$ cat src/rtl/lj_sim_pkg.sv
package lj_sim_pkg;
    parameter int SLOT_BITS = 32;
    parameter int OUT_BITS  = 16;
    localparam int CNT_W    = $clog2(OUT_BITS + 2);

    typedef struct packed {
        logic left;
        logic right;
    } chan_pair_t;

    typedef struct packed {
        logic open;
        logic shut;
    } win_pair_t;

    function automatic logic flip_if(input logic bit_in, input logic ctrl);
        return bit_in ^ ctrl;
    endfunction
endpackage

$ cat src/rtl/lj_msb_fix.sv
module lj_msb_fix (
    input  logic clk,
    input  logic rst,
    input  logic sd_i,
    input  logic ws_i,
    output logic ws_q,
    output logic data_q
);
    import lj_sim_pkg::*;

    logic first_bit;

    assign first_bit = ws_i ^ ws_q;

    always_ff @(posedge clk) begin
        if (rst) begin
            ws_q   <= 1'b0;
            data_q <= 1'b0;
        end else begin
            ws_q   <= ws_i;
            data_q <= flip_if(sd_i, first_bit);
        end
    end

    p_msb_invert_r2: assert property (@(posedge clk) disable iff (rst)
        first_bit |=> (data_q == !$past(sd_i)));
    p_bit_pass_r3: assert property (@(posedge clk) disable iff (rst)
        !first_bit |=> (data_q == $past(sd_i)));
endmodule

$ cat src/rtl/lj_chan_delay.sv
module lj_chan_delay #(
    parameter int DEPTH = lj_sim_pkg::SLOT_BITS
) (
    input  logic clk,
    input  logic rst,
    input  logic d_i,
    output logic d_o
);
    logic [DEPTH-1:0] line_q;

    generate
        for (genvar g = 0; g < DEPTH; g++) begin : g_stage
            if (g == 0) begin : g_head
                always_ff @(posedge clk) begin
                    if (rst) line_q[g] <= 1'b0;
                    else     line_q[g] <= d_i;
                end
            end else begin : g_body
                always_ff @(posedge clk) begin
                    if (rst) line_q[g] <= 1'b0;
                    else     line_q[g] <= line_q[g-1];
                end
            end
        end
    endgenerate

    assign d_o = line_q[DEPTH-1];

    p_shift_tail_r4: assert property (@(posedge clk) disable iff (rst)
        1'b1 |=> (d_o == $past(line_q[DEPTH-2])));
endmodule

$ cat src/rtl/lj_burst_window.sv
module lj_burst_window (
    input  logic clk,
    input  logic rst,
    input  logic ws_i,
    input  logic ws_q,
    output logic win
);
    import lj_sim_pkg::*;

    logic [CNT_W-1:0] cnt_q;
    logic             seen_q;
    logic             term;

    assign term = (cnt_q > CNT_W'(OUT_BITS));

    always_ff @(posedge clk) begin
        if (rst) begin
            cnt_q  <= '0;
            seen_q <= 1'b0;
        end else begin
            seen_q <= seen_q | ws_i;
            if (ws_i)       cnt_q <= '0;
            else if (!term) cnt_q <= cnt_q + 1'b1;
        end
    end

    assign win = seen_q & ~(term | ws_q);

    p_no_win_left_r5: assert property (@(posedge clk) disable iff (rst)
        ws_q |-> !win);
    p_term_hold_r5: assert property (@(posedge clk) disable iff (rst)
        (term && !ws_i) |=> term);
    p_win_after_low_r5: assert property (@(posedge clk) disable iff (rst)
        $rose(win) |-> !$past(ws_i));
endmodule

$ cat src/rtl/lj_sim_conv.sv
module lj_sim_conv (
    input  logic clk,
    input  logic rst,
    input  logic sd_i,
    input  logic ws_i,
    output logic left_o,
    output logic right_o,
    output logic bck_o,
    output logic bck_n_o,
    output logic win_o,
    output logic win_n_o,
    output logic latch_o
);
    import lj_sim_pkg::*;

    logic       ws_q;
    logic       data_q;
    logic       win;
    chan_pair_t raw;
    win_pair_t  wp;

    lj_msb_fix i_msb (
        .clk    (clk),
        .rst    (rst),
        .sd_i   (sd_i),
        .ws_i   (ws_i),
        .ws_q   (ws_q),
        .data_q (data_q)
    );

    lj_chan_delay #(.DEPTH(SLOT_BITS)) i_left_dly (
        .clk (clk),
        .rst (rst),
        .d_i (data_q),
        .d_o (raw.left)
    );

    assign raw.right = data_q;

    lj_burst_window i_win (
        .clk  (clk),
        .rst  (rst),
        .ws_i (ws_i),
        .ws_q (ws_q),
        .win  (win)
    );

    assign wp.open = win;
    assign wp.shut = ~win;

    assign left_o  = raw.left  & wp.open;
    assign right_o = raw.right & wp.open;
    assign bck_o   = clk & wp.open;
    assign bck_n_o = ~bck_o;
    assign win_o   = wp.open;
    assign win_n_o = wp.shut;
    assign latch_o = ws_i;

    p_quiet_reset_r9: assert property (@(posedge clk)
        rst |=> !win_o);
endmodule

$ cat config.mk
export PLATFORM = sky130hd
export DESIGN_NAME = lj_sim_conv
export DESIGN_NICKNAME = d
export VERILOG_FILES = /design/src/rtl/lj_sim_pkg.sv /design/src/rtl/lj_msb_fix.sv /design/src/rtl/lj_chan_delay.sv /design/src/rtl/lj_burst_window.sv /design/src/rtl/lj_sim_conv.sv
export SDC_FILE = /design/constraint.sdc
export NUM_CORES = 1
export LEC_CHECK = 0
export ABC_AREA = 1
export BUFFER_PORTS_ARGS = -buffer_cell sky130_fd_sc_hd__buf_4
export CORE_MARGIN = 4
export CORE_UTILIZATION = 50
export DETAILED_ROUTE_END_ITERATION = 7
export GPL_ROUTABILITY_DRIVEN = 0
export PLACE_DENSITY = 0.71
export SKIP_CTS_REPAIR_TIMING = 1
export SYNTH_ARGS = -nofsm -noshare
export SYNTH_HDL_FRONTEND = slang
export SYNTH_SLANG_ARGS = --single-unit
$ cat constraint.sdc
create_clock -name clk -period 1.1 [get_ports clk]
set_input_delay 0.11 -clock clk [delete_from_list [all_inputs] [get_ports clk]]
set_output_delay 0.11 -clock clk [all_outputs]
set_load 0.02 [all_outputs]
==> summary.md, run 1 <==
| Metric | Value |
|---|---|
| Drt initial violations | 14 |
| Fillers | 215 |
| Die ar. | 3580 sq um |
| Syn avg cell area | 8.50 sq um |
| Netlist Area Pre-Place | 1340 sq um |
| Sequential area share after synthesis | 59.6% |
| Pwr per Cell Area | 1750 nW/um^2 |
| Initial Util | 53.3% |
| Crit path max fanout | 4 |
| Syn Nets | 164 |
| Hold endpoint | i_msb.data_q |
| Yosys warnings | 0 |
| Input/output buffers | 10 |
| Worst setup margin | -0.496 ns |
| Final setup vio count | 11 |
| Failing checks | hold timing, setup timing |
| Layout cells sized above 1 | 25.7% |
| Vias per inst | 4.34 |
| Total number of vias | 925 |
| DRT antenna net count | 0 |
| Row count | 18 |
| Final WL | 2150 um |
| Initial antenna violation count | 0 |
| IO Pins | 11 |
| Hold slack final | -0.0253 ns |
| Total gr overflow | 0 |
| Multi-input logic area | 410 sq um |
| Synth cell types | 18 |
| CTS tree | built |
| GRT Util Overall | 14.4% |
| Die H | 59.8 um |
| Hold Startpoint | sd_i |
| Worst Tran Pin Value | 0.328 ns |
| Ant. Diodes | 0 |
| Hold Path Stages | 4 |
| Status | complete, but fails checks |
| Commonest cells after routing, fill and taps aside | nor2_1, inv_1, dfxtp_1, buf_4, nand2_1 |
| First-pass GRT wire length | 3700 um |
| Final hold violation count | 1 |
| Power, Total | 2.94 mW |
| Commonest non-fill, non-tap cell in the layout | nor2_1 |
| FF+latch count, synth | 40 |
| DR WL/cell | 10.1 um |
| R2R Setup Slk | -0.09 ns |
| Core ar. | 2520 sq um |
| CP endpoint kind | primary output |
| Drt drc | 0 |
| HP Class | in2reg |
| CP arrival | 1.49 ns |
| FMAX | 627 MHz |
| Skew-Pair Late Insertion Delay | 0.44 ns |
| Leakage power | 0.696 nW |
| RSZ-0062 raised after global routing | true |
| Worst r2r src | i_win.cnt_q[0] |
| CP required | 0.99 ns |
| Slew margin rel. | 78.2% |
| Worst clock skew | 0.00563 ns |
| Period utilization | 145% |
| Clock slew at reported path FFs | 0.12 ns |
| 1st-pass router iterations | 2 |
| Critical path type | reg2out |
| Largest net degree at the start of global routing | 37 |
| FF-to-FF path depth | 9 |
| Tmin final | 1.60 ns |
| Die extent in x | 59.8 um |
| Worst Setup Start Kind | flip-flop |
| Synthesis-to-finish area growth | 24.8% |
| VDD IR-drop max | 1.52 mV |
| Post-synthesis cell count | 158 |
| Number of nets in the layout | 188 |
| Reg-to-Reg End | i_win.cnt_q[0] |
| Final HPWL from detailed placement | 1390 um |
| Sequential cell area | 803 sq um |
| Max-slew violations | 0 |
| Vias in the first global route | 940 |
| Max Cap Violations | 0 |
stage by stage:
stage          cell area, sq um  utilization (%)  setup WS (ns)  cells  setup TNS (ns)
2_1_floorplan              1390                -        -0.0296    158         -0.0521
3_3_place_gp               1520             60.1        -0.0160    199         -0.0312
3_5_place_dp               1520             60.1        -0.0490    199          -0.182
4_1_cts                    1620             64.4         -0.547    210           -3.14
5_1_grt                    1680             66.5         -0.572    213           -3.62
6_report                   1680             66.5         -0.496    213           -3.03
synthesized netlist by cell type:
cell type / instances / share of area, %
nor2_1: 43 / 12
dfxtp_1: 40 / 60
inv_1: 40 / 11
nand2_1: 11 / 3.1
nor2_2: 5 / 2.3
buf_2: 4 / 1.5
a21oi_1: 2 / 0.74
ha_1: 2 / 1.9
nand2_4: 2 / 1.7
buf_4: 1 / 0.56
nand2_2: 1 / 0.47
nand3_1: 1 / 0.37
nand3b_4: 1 / 1.5
nor2_4: 1 / 0.84
nor3_2: 1 / 0.74
o21a_1: 1 / 0.56
o21ai_1: 1 / 0.37
xor2_1: 1 / 0.65
cell type report:
cell class              instances  share of cell area, %
multi-input cells              73                   24.5
repair buffers                 17                   8.66
flip-flops and latches         40                   47.9
inverters                      39                   8.73
clock inverters                 2                   2.01
clock buffers                  12                   5.97
well taps                      30                   2.24
cell families (layout without fill, tap and decap cells):
| group | count (synthesis) | in the layout | synth area share (%) |
|---|---|---|---|
| adders and majority gates | 2 | 2 | 1.86 |
| buffers and inverters | 45 | 70 | 13.2 |
| xor gates and xnor gates | 1 | 1 | 0.652 |
| and+or+nand+nor | 66 | 66 | 23.0 |
| DFF | 40 | 40 | 59.6 |
| AOI/OAI and AO/OA | 4 | 4 | 1.68 |
critical path, cell delays in order (launching register included):
cell      delay (ns)
dfxtp_2         0.34
inv_2           0.06
ha_4            0.13
nand2_4         0.05
nand2_4         0.09
nand3b_4        0.14
nor2_4          0.11
buf_6           0.12
flip-flops by register name (all words and copies together), names as in the netlist:
name / cells
i_win.seen_q: 1
i_left_dly.d_o: 1
i_left_dly.line_q: 31
i_msb.data_q: 1
i_msb.ws_q: 1
i_win.cnt_q: 5
worst max path at each step:
stage / from / endpoint / slack [ns]
finish: i_win.cnt_q[0] / right_o / -0.50
global route: i_win.cnt_q[3] / bck_o / -0.57
CTS: i_win.cnt_q[1] / bck_o / -0.55
detailed placement: i_win.cnt_q[1] / bck_o / -0.05
global placement: i_win.cnt_q[1] / bck_o / -0.02
floorplan: i_win.cnt_q[1] / bck_o / -0.03
report_power, final:
group	total [mW]	switching (mW)	internal, mW
clock network	1.31	0.580	0.728
registers	1.48	0.0109	1.47
logic	0.153	0.0867	0.0662
metal layers:
layer	track usage, %	wire length [um]	vias up
met3	7.78	118	5
met5	0	0	-
met1	15.6	1020	420
met2	22.1	963	15
li1	-	-	485
met4	8.54	44	0
Power figures use the tool's default switching activity.
==> run 2, diff against run 1 <==
--- a/config.mk
+++ b/config.mk
@@ -10,8 +10,8 @@
 export CORE_MARGIN = 4
 export CORE_UTILIZATION = 50
 export DETAILED_ROUTE_END_ITERATION = 7
-export GPL_ROUTABILITY_DRIVEN = 0
 export PLACE_DENSITY = 0.71
+export RECOVER_POWER = 25
 export SKIP_CTS_REPAIR_TIMING = 1
 export SYNTH_ARGS = -nofsm -noshare
 export SYNTH_HDL_FRONTEND = slang
==> constraint.sdc (replaced) <==
create_clock -name clk -period 1.1 [get_ports clk]
set_input_delay 0.11 -clock clk [delete_from_list [all_inputs] [get_ports clk]]
set_output_delay 0.11 -clock clk [all_outputs]
set_load 0.005 [all_outputs]
==> summary.md, run 2 (same netlist as run 1, synthesis figures left out) <==
| Metric | Value |
|---|---|
| Status | complete, but fails checks |
| Failing checks | setup timing |
| Core Util, Final | 63.3% |
| Max Cap Violations | 0 |
| Fillers | 220 |
| Total gr overflow | 0 |
| Die H | 59.8 um |
| Dpl cells | 196 |
| Final hold violation count | 0 |
| Largest stage delay, worst path | 0.34 ns |
| Worst Setup Start Kind | flip-flop |
| CP bufs+invs | 2 |
| First-pass GRT wire length | 3420 um |
| Non-filler instance count after layout | 210 |
| Crit-path cells | inv_2, ha_4, nand2_4, nand2_4, nand2_4, nor2_4, nand2_2, buf_6 |
| Vias in the first global route | 929 |
| Hold endpoint | i_left_dly.line_q[22] |
| Initial antenna violation count | 0 |
| Layout cells sized above 1 | 23.9% |
| Top flop regs | i_left_dly.line_q x31, i_win.cnt_q x5 |
| Drt initial violations | 19 |
| Hold Startpoint | rst |
| CTS tree | built |
| Hold Path Stages | 2 |
| Final WL | 2060 um |
| Drt drc | 0 |
| Die extent in x | 59.8 um |
| Clock slew at reported path FFs | 0.12 ns |
| DRT antenna net count | 0 |
| Commonest non-fill, non-tap cell in the layout | nor2_1 |
| Reg-to-Reg End | i_win.cnt_q[0] |
| Commonest cells after routing, fill and taps aside | nor2_1, inv_1, dfxtp_1, buf_4, nand2_1 |
| Synthesis-to-finish area growth | 18.9% |
| Routability congestion estimate | 0.774 |
| CP arrival | 1.49 ns |
| Initial Util | 53.3% |
| Vias per inst | 4.38 |
| Critical path type | reg2out |
| Worst clock skew | 0.0110 ns |
| Cell mode on critical path | nand2_4 |
| Tmin final | 1.60 ns |
| 1st-pass router iterations | 4 |
| Design area | 1600 sq um |
| Slew margin rel. | 77.6% |
| Max reg flops | 31 |
| FMAX | 623 MHz |
| Largest delay share family, worst path | simple AND/OR/NAND/NOR gates |
| Die ar. | 3580 sq um |
| Worst setup margin | -0.505 ns |
| Row count | 18 |
| Core ar. | 2520 sq um |
| Worst r2r src | i_win.cnt_q[1] |
| Total number of vias | 920 |
| VDD IR-drop max | 1.15 mV |
| Max-slew violations | 0 |
| CP required | 0.99 ns |
| Pre-CTS WS | -0.0452 ns |
| GRT Util Overall | 13.4% |
| Ant. Diodes | 0 |
| RSZ-0062 raised after global routing | true |
| Pwr per Cell Area | 1600 nW/um^2 |
| HP Class | in2reg |
| IO Pins | 11 |
| Largest net degree at the start of global routing | 37 |
| Number of nets in the layout | 185 |
| Power, Total | 2.56 mW |
| Period utilization | 146% |
| DR WL/cell | 9.82 um |
| Final setup vio count | 8 |
| Placed Area | 1450 sq um |
| Input/output buffers | 10 |
| R2R Setup Slk | 0.03 ns |
| Leakage power | 0.651 nW |
| FF-to-FF path depth | 8 |
| CP endpoint kind | primary output |
| Worst Tran Pin Value | 0.335 ns |
| Crit path max fanout | 4 |
| Final HPWL from detailed placement | 1320 um |
| Skew-Pair Late Insertion Delay | 0.44 ns |
| Slowest CP cell | dfxtp_2 |
| Top reg by flops | i_left_dly.line_q |
-- run 2: cell types whose count changed in the layout (fill, tap and decap cells not counted), sizes merged --
| cell | before | now |
|---|---|---|
| buf | 18 | 14 |
| bufinv | 1 | 0 |
| dlygate4sd3 | 1 | 2 |
| clkinvlp | 0 | 1 |
-- run 2: per-layer routing --
| metal | global-route usage [%] | wire (um) |
|---|---|---|
| met1 | 12.6 | 861 |
| met2 | 22.8 | 1090 |
| met3 | 5.62 | 71 |
| met4 | 9.81 | 42 |
| met5 | 0 | 0 |
-- run 2: worst reg2reg max path, stage by stage (launching register included) --
cell and delay, ns:
dfxtp_2 0.35, inv_2 0.05, ha_4 0.16, nand2_4 0.08, nand2_4 0.07, buf_4 0.15
nand2_1 0.04, nand2_1 0.04, nor2_1 0.08
-- run 2: cell type report --
cell class	count	area, sq um	area share, %
Sequential cell	40	806	50.4
Inverter	39	146	9.16
Multi-Input combinational cell	73	393	24.6
Timing Repair Buffer	14	114	7.13
Clock inverter	2	11.3	0.705
Clock buffer	12	90.1	5.64
Tap cell	30	37.5	2.35
-- run 2: how the worst max path moves through the flow --
stage / cells past startpoint / slack (ns) / endpoint / startpoint
final: 8 / -0.50 / bck_n_o / i_win.cnt_q[1]
after global routing: 7 / -0.59 / left_o / i_win.cnt_q[1]
after detailed placement: 7 / -0.05 / left_o / i_win.cnt_q[1]
after CTS: 7 / -0.55 / bck_o / i_win.cnt_q[1]
after floorplan: 7 / 0.04 / bck_n_o / i_win.cnt_q[0]
after global placement: 7 / -0.002 / left_o / i_win.cnt_q[1]
-- run 2: where the power goes --
part           leakage, nW  total [mW]  switching (mW)  internal, mW
combinational        0.265       0.132          0.0718        0.0599
sequential           0.325        1.48          0.0124          1.47
clock               0.0605       0.952           0.524         0.428
-- run 2: stage by stage --
| step | TNS [ns] | hold WS (ns) |
|---|---|---|
| global placement | -0.00232 | 0.263 |
| detailed placement | -0.207 | 0.263 |
| floorplan | 0 | 0.155 |
| finish | -2.81 | 0.0459 |
| global route | -3.36 | 0.0314 |
| CTS | -3.18 | -0.0940 |
